## src/rtl/tmr_cfg_pkg.sv

```systemverilog
package tmr_cfg_pkg;
  localparam int NCH      = 16;
  localparam int DW       = 8;
  localparam int DLY_W    = 5;
  localparam int WID_W    = 3;
  localparam int AW       = 6;
  localparam int BW       = $clog2(DW);
  localparam int CNT_W    = 8;
  localparam int NMSK     = (NCH + DW - 1) / DW;
  localparam int THR_BASE = 0;
  localparam int TIM_BASE = THR_BASE + NCH;
  localparam int MSK_BASE = TIM_BASE + NCH;
  localparam int NREG     = MSK_BASE + NMSK;

  typedef logic [DW-1:0] byte_t;

  localparam byte_t THR_RST = byte_t'(1 << (DW - 1));
  localparam byte_t TIM_RST = byte_t'(((1 << WID_W) - 1) << DLY_W);
  localparam byte_t MSK_RST = '0;

  function automatic byte_t maj3(input byte_t a, input byte_t b, input byte_t c);
    return (a & b) | (a & c) | (b & c);
  endfunction

  function automatic byte_t reg_reset(input int idx);
    if (idx < TIM_BASE) return THR_RST;
    if (idx < MSK_BASE) return TIM_RST;
    return MSK_RST;
  endfunction

  function automatic logic is_mapped(input logic [AW-1:0] a);
    return int'(a) < NREG;
  endfunction
endpackage

```

## src/rtl/tmr_reg_cell.sv

```systemverilog
module tmr_reg_cell
  import tmr_cfg_pkg::*;
#(
  parameter byte_t RST = '0
) (
  input  logic        clk,
  input  logic        rst,
  input  logic        wr_en,
  input  byte_t       wr_val,
  input  logic        inj_en,
  input  logic [1:0]  inj_copy,
  input  byte_t       inj_mask,
  output byte_t       q,
  output logic        fix
);
  byte_t cp [3];
  logic  mism;

  assign q    = maj3(cp[0], cp[1], cp[2]);
  assign mism = (cp[0] != cp[1]) || (cp[1] != cp[2]);
  assign fix  = mism && !wr_en;

  for (genvar c = 0; c < 3; c++) begin : g_copy
    always_ff @(posedge clk) begin
      if (rst)
        cp[c] <= RST;
      else if (wr_en)
        cp[c] <= wr_val;
      else if (inj_en && inj_copy == 2'(c))
        cp[c] <= q ^ inj_mask;
      else
        cp[c] <= q;
    end
  end
endmodule

```

## src/rtl/tmr_repair_count.sv

```systemverilog
module tmr_repair_count
  import tmr_cfg_pkg::*;
(
  input  logic             clk,
  input  logic             rst,
  input  logic             any_fix,
  output logic             err_pulse,
  output logic [CNT_W-1:0] err_cnt
);
  localparam logic [CNT_W-1:0] CMAX = '1;

  always_ff @(posedge clk) begin
    if (rst) begin
      err_pulse <= 1'b0;
      err_cnt   <= '0;
    end else begin
      err_pulse <= any_fix;
      if (any_fix && err_cnt != CMAX) err_cnt <= err_cnt + 1'b1;
    end
  end
endmodule

```

## src/rtl/tmr_cfg_bank.sv

```systemverilog
module tmr_cfg_bank
  import tmr_cfg_pkg::*;
(
  input  logic                   clk,
  input  logic                   rst,
  input  logic [AW-1:0]          bus_addr,
  input  logic                   wr_stb,
  input  logic [DW-1:0]          wr_data,
  input  logic                   rd_stb,
  output logic [DW-1:0]          rd_data,
  output logic                   rd_valid,
  input  logic                   upset_stb,
  input  logic [AW-1:0]          upset_addr,
  input  logic [1:0]             upset_copy,
  input  logic [BW-1:0]          upset_bit,
  output logic [NCH*DW-1:0]      thr_codes,
  output logic [NCH*DLY_W-1:0]   dly_codes,
  output logic [NCH*WID_W-1:0]   wid_codes,
  output logic [NCH-1:0]         ch_mask,
  output logic                   err_pulse,
  output logic [CNT_W-1:0]       err_cnt
);
  byte_t            voted [NREG];
  logic [NREG-1:0]  fix_vec;
  logic             any_fix;
  byte_t            inj_mask;

  assign inj_mask = byte_t'(1) << upset_bit;
  assign any_fix  = |fix_vec;

  for (genvar i = 0; i < NREG; i++) begin : g_reg
    tmr_reg_cell #(.RST(reg_reset(i))) u_cell (
      .clk      (clk),
      .rst      (rst),
      .wr_en    (wr_stb && bus_addr == AW'(i)),
      .wr_val   (wr_data),
      .inj_en   (upset_stb && upset_addr == AW'(i)),
      .inj_copy (upset_copy),
      .inj_mask (inj_mask),
      .q        (voted[i]),
      .fix      (fix_vec[i])
    );
  end

  for (genvar n = 0; n < NCH; n++) begin : g_out
    assign thr_codes[n*DW +: DW]       = voted[THR_BASE+n];
    assign dly_codes[n*DLY_W +: DLY_W] = voted[TIM_BASE+n][DLY_W-1:0];
    assign wid_codes[n*WID_W +: WID_W] = voted[TIM_BASE+n][DLY_W +: WID_W];
    assign ch_mask[n]                  = voted[MSK_BASE + n/DW][n%DW];
  end

  always_ff @(posedge clk) begin
    if (rst) begin
      rd_data  <= '0;
      rd_valid <= 1'b0;
    end else begin
      rd_valid <= rd_stb;
      if (rd_stb) rd_data <= is_mapped(bus_addr) ? voted[bus_addr] : '0;
    end
  end

  tmr_repair_count u_cnt (
    .clk       (clk),
    .rst       (rst),
    .any_fix   (any_fix),
    .err_pulse (err_pulse),
    .err_cnt   (err_cnt)
  );
endmodule

```

## config.mk

```make
export PLATFORM = sky130hd
export DESIGN_NAME = tmr_cfg_bank
export DESIGN_NICKNAME = d
export VERILOG_FILES = /design/src/rtl/tmr_cfg_pkg.sv /design/src/rtl/tmr_reg_cell.sv /design/src/rtl/tmr_repair_count.sv /design/src/rtl/tmr_cfg_bank.sv
export SDC_FILE = /design/constraint.sdc
export NUM_CORES = 2
export LEC_CHECK = 0
export BUFFER_PORTS_ARGS = -buffer_cell sky130_fd_sc_hd__buf_4
export CAP_MARGIN = 20
export CORE_MARGIN = 2
export CORE_UTILIZATION = 30
export CTS_CLUSTER_DIAMETER = 150
export DETAILED_ROUTE_END_ITERATION = 16
export PLACE_DENSITY = 0.44
export RECOVER_POWER = 25
export SYNTH_ARGS = -nofsm -noshare
export SYNTH_HDL_FRONTEND = slang
export SYNTH_SLANG_ARGS = --single-unit
```

## constraint.sdc

```tcl
create_clock -name clk -period 3.5 [get_ports clk]
set_clock_uncertainty 0.15 [all_clocks]
set_input_delay 0.35 -clock clk [delete_from_list [all_inputs] [get_ports clk]]
set_output_delay 0.35 -clock clk [all_outputs]
set_load 0.02 [all_outputs]
```

# Word level (Yosys, flattened, before mapping)
# Memories as Yosys holds them, arrays and structs flattened.
# Cells that the tools add are included.
# totals
reg_bits	18
ramBits	816
out_inout_bits	290
word_cells	2197
n_memories	34
# memory_table
name	depth	width	read_ports	rd_ports_with_merged_regs	wr	line	text
g_reg[0].u_cell.cp	3	8	3	0	3	tmr_reg_cell.sv:16	byte_t cp [3];
g_reg[10].u_cell.cp	3	8	3	0	3	tmr_reg_cell.sv:16	
g_reg[11].u_cell.cp	3	8	3	0	3	tmr_reg_cell.sv:16	
g_reg[12].u_cell.cp	3	8	3	0	3	tmr_reg_cell.sv:16	
g_reg[13].u_cell.cp	3	8	3	0	3	tmr_reg_cell.sv:16	
g_reg[14].u_cell.cp	3	8	3	0	3	tmr_reg_cell.sv:16	
28 more memories	--	--	--	--	--	--	
# op_classes
n_addsub	1
order_cmp	2
eq_ne	137
shifts	1
muxes	1230
bitwise_logic	511
reduce_logical	277
# op_table
op	n
two-way mux 8 bit	309
two-way mux 1 bit	920
bitwise AND 8 bit	102
!= test 8 bit	68
OR 8 bit	68
OR 1 bit	306
bitwise XOR 8 bit	34
logical AND 1 bit	205
equality test 6 x 5 -> 1 bit, second input constant	32
equality test 6 x 4 -> 1 bit, second input constant	16
binary-select mux 8 bit (select 6 bit)	1
equality test 6 x 3 -> 1 bit, second input constant	8
logical NOT 1 bit	34
logical OR 1 bit	34
OR reduction 34 bit	1
equality test 6 x 2 -> 1 bit, second input constant	4
equality test 6 bit, second input constant	4
equality test 6 x 1 -> 1 bit, second input constant	2
logical NOT 6 bit	2
adder 8 x 1 -> 8 bit, second input constant	1
!= test 8 bit, second input constant	1
<< shifter 1 x 3 -> 8 bit, first input constant	1
greater-or-equal comparator 7 bit, second input constant	1
inverter 6 -> 7 bit	1
4 further kinds	4

# Logic depth before layout (Yosys ltp)
# logic_depth
ltp_word	9
mapped_depth	12
depth_no_buf	10

# By module
# A second synthesis with hierarchy kept.
# hier_totals
cells_unflattened	5691
hier_area_um2	66700.2
# by_module_without_submodules
mod	n_inst	cells_each	area_per_inst_um2
tmr_reg_cell at g_reg[16].u_cell ...	16	155	1868.0
tmr_reg_cell at g_reg[0].u_cell ...	16	154	1833.0
tmr_reg_cell at g_reg[32].u_cell ...	2	156	1888.1
tmr_cfg_bank	1	386	3250.6
tmr_repair_count	1	49	456.7

# Worst setup path after synthesis
# No wires, ideal clock.
# synth_path
kind	register to register
startpoint	memory g_reg[3].u_cell.cp[2][7] (netlist name)
endpoint	register rd_data[7]
setup_time_ns	0.132
arrival_time_ns	2.646
slack_ns	0.571
path_stages_with_launch	10
period_less_slack_ns	2.929
cell_sequence	edfxtp_1 ha_1 a211oi_1 inv_1 mux4_2 mux2_2 o22ai_1 a2111oi_0 o311ai_0 a21oi_1
# synth_rtl
item	line	text
start: declaration	tmr_reg_cell.sv:16	
end signal: assignment	tmr_cfg_bank.sv:58	if (rd_stb) rd_data <= is_mapped(bus_addr) ? voted[bus_addr] : '0;
end: declaration	tmr_cfg_bank.sv:10	output logic [DW-1:0] rd_data,

==> results.yml <==
die:
  rows: 164
  die_h_um: 451
  core-area_um2: 199000
  fp.dieW_um: 451
  start_util_pct: 30.1
  dieArea_um2: 204000
  ios: 320
drt:
  routedWlPerCell_um: 31.2
  routed_wl_um: 328000
  routed_via_density: 5.73
  final_antenna_net_count: 0
  first_iter_violations: 7201
  dr.pass1.iters: 9
  num_vias: 60352
  drc_errors: 0
critical_path:
  slowest_delay_ns: 0.53
  crit_type: "input port to register"
  startpoint_type: "input port"
  end_kind: "register"
  slowest_stage: "dlygate4sd3_1"
  path_max_fanout: 15
  critPathRequiredTime_ns: 3.81
  worstPathCellList: "dlygate4sd3_1, clkbuf_1, buf_4, or3b_2, buf_4, nor2_1, nor2_1, o21ai_1, o21ai_0, nand2_1, o311ai_0"
  arrival_ns: 3.76
  r2r_cells: 10
  rrSetupSlack_ns: 0.06
synth:
  synth_edf_count: 816
  synthDistinctLibCells: 92
  syn_avg_cell_area_um2: 9.17
  ys_seq_area_share_pct: 41.4
  ys_ff_latch: 834
  async_reset_ff_share_pct: 0
  postSynthCellCount: 6551
  yosys_warnings: 0
  synth_ff_type: "edfxtp_1"
  syn_area_um2: 60100
final_layout:
  fin_area_um2: 74900
  nNetsFinal: 8350
  synthToLayoutAreaGrowth_pct: 24.7
  final_core_util_pct: 37.6
  n_fill_cell: 20325
  drive_gt1_share_pct: 13.4
timing:
  hold_viol_final: 0
  fin_crit_sh_pct: 98.4
  max_slew_margin_pct: 15.0
  max_freq_mhz: 290
  period_needed_ns: 3.44
  tightest_slew_ns: 1.28
  slew_viol_final: 0
  setup_viol: 0
power_and_ir_drop:
  powerDensity_nw_per_um2: 411
  p_sw_mw: 10.0
  switching_share_pct: 32.6
  irDropWorstVdd_uv: 368
  leakage_nw: 29.1
  clkPwrFrac_pct: 38.6
  intPower_mw: 20.7
  pwr-share-comb_pct: 22.2
  seq_power_share_pct: 39.2
clock_tree:
  clock_latency_ns: 0.79
  clk_path_buf_depth: 3
  clk_pin_slew_ns: 0.06
  cts_sinks: 834
  root_buffer: "clkbuf_16"
  cts_buffers: 112
  htree_num_levels: 3
  cts_tree: "yes"
grt:
  grt_pass1_wl_um: 448000
  grt_max_degree: 111
  track_usage_pct: 31.3
  grt_overflow_total: 0
  grt_pass1_vias: 55828
  antenna_found_initial: 42
hold_path:
  holdPathStages: 3
  worstHoldPathType: "input port to register"
place:
  gp_congestion: 1.03
  hpwlAfterDp_um: 239000
  postPlaceCellArea_um2: 71200
  io_buffers: 319
flow_run:
  maxCapViolCount: 0
outcome:
  status: "finished, final reports clean"
==> cells in the mapped netlist (all sizes together), types with 18 or more instances <==
cell	instances	area, um2
o311ai	191	1670
o221ai	25	219
nand2b	25	156
buf	66	329
or3	46	288
ha	545	6820
xnor2	221	1940
nand4	108	682
nand3	229	1150
dfxtp	18	360
edfxtp	816	24500
o22ai	64	400
a211o	203	1780
xor2	23	201
nor4	164	1050
and3	114	718
o21ai	533	2670
a22oi	74	561
nor2	477	1800
or2	18	113
nor3	170	856
inv	118	443
clkbuf	482	1810
nand2	811	3060
a211oi	157	1180
a21oi	609	3050
a311oi	44	385
==> logic make-up after synthesis <==
logic type,count (synthesis),share of synthesized area (%)
AOI/OAI and AO/OA,2018,21.5
xor gates and xnor gates,244,3.56
adders and majority gates,545,11.4
buffers and inverters,669,4.32
DFF,834,41.4
muxes,25,0.583
other,1,0.00624
and+or+nand+nor,2215,17.3
==> power groups by stage <==
stage          combinational [mW]  clock [mW]  sequential, mW
6_report                     6.82        11.9            12.1
5_1_grt                      7.22        12.3            12.1
4_1_cts                      6.68        12.0            12.1
3_5_place_dp                 6.64           0            12.3
3_3_place_gp                 6.62           0            12.2
2_1_floorplan                3.47           0            12.2
==> metrics by stage <==
stage / setup TNS (ns) / setup slack [ns] / power, mW / hold WS, ns / instances
after floorplan: 0 / 0.571 / 15.6 / 0.382 / 7366
after global routing: -0.0997 / -0.0400 / 31.7 / 0.0445 / 10532
final: 0 / 0.0573 / 30.8 / 0.0620 / 10540
after CTS: 0 / 0.00384 / 30.8 / 0.000784 / 10520
after global placement: -1.35 / -0.241 / 18.9 / 0.319 / 10310
after detailed placement: -1.31 / -0.245 / 18.9 / 0.326 / 10311
==> routing by layer <==
metal / routed length [um] / GRT usage (%) / vias to the layer above
li1: - / - / 26740
met4: 20900 / 17.9 / 8
met2: 145000 / 48.7 / 2995
met1: 135000 / 40.7 / 29937
met3: 27400 / 5.80 / 672
met5: 49 / 0 / -
==> registers in the layout, indices dropped and copies added (netlist names) <==
| name | cells |
|---|---|
| rd_data | 8 |
| g.u_cell.cp | 816 |
| rd_valid | 1 |
| u_cnt.err_pulse | 1 |
| u_cnt.err_cnt | 8 |
==> final cells by class <==
type,instances,area [um2],area share (%)
diodes,17,42.5,0.0568
flip-flops and latches,834,24900,33.2
inverters,121,454,0.606
multi-input cells,5863,36000,48.1
clock inverters,63,606,0.809
clock buffers,143,3030,4.05
well taps,2656,3320,4.44
repair buffers,843,6580,8.78
==> critical path, delay by kind of cell <==
family	cells	cell delay (ns)
buf+inv	4	1.39
compound gates	3	0.81
simple gates	4	1.17
==> cells in the final DEF, fill, tap and decap left out, types with 18 or more instances in the layout <==
cell	n
nand3_1	228
nand2b_1	25
and3_1	112
clkbuf_1	75
clkinv_2	23
a21oi_1	608
a211oi_1	154
edfxtp_1	816
conb_1	816
a211o_1	203
or3_1	45
clkinv_1	23
a311oi_1	44
dfxtp_1	18
o21ai_0	525
nor4_1	142
nor4_2	19
o221ai_1	25
nor2_1	464
ha_1	545
o22ai_1	64
inv_1	118
buf_12	36
xnor2_1	221
xor2_1	23
clkbuf_16	115
nand4_1	107
o311ai_0	190
nor3_1	168
nand2_1	804
a22oi_1	70
buf_4	747
==> timing repair <==
| item | 4_1_cts | 5_1_grt |
|---|---|---|
| setup buffers | 0 | 1 |
| endpoints found under the setup margin | 7 | 7 |
| hold buffers | 3 | 0 |
| hold endpoints to repair | 23 | 0 |
| gates resized for setup | 5 | 16 |
| pin swaps | 1 | 8 |
==> final timing paths <==
check                              end                startpoint
min          g_reg[33].u_cell.cp[1][3]                wr_data[3]
max reg2reg                 rd_data[1]  g_reg[6].u_cell.cp[1][1]
max          g_reg[13].u_cell.cp[1][0]               bus_addr[5]
min reg2reg                 rd_data[4]                rd_data[4]
No activity file was read; power rests on OpenSTA's default activity.
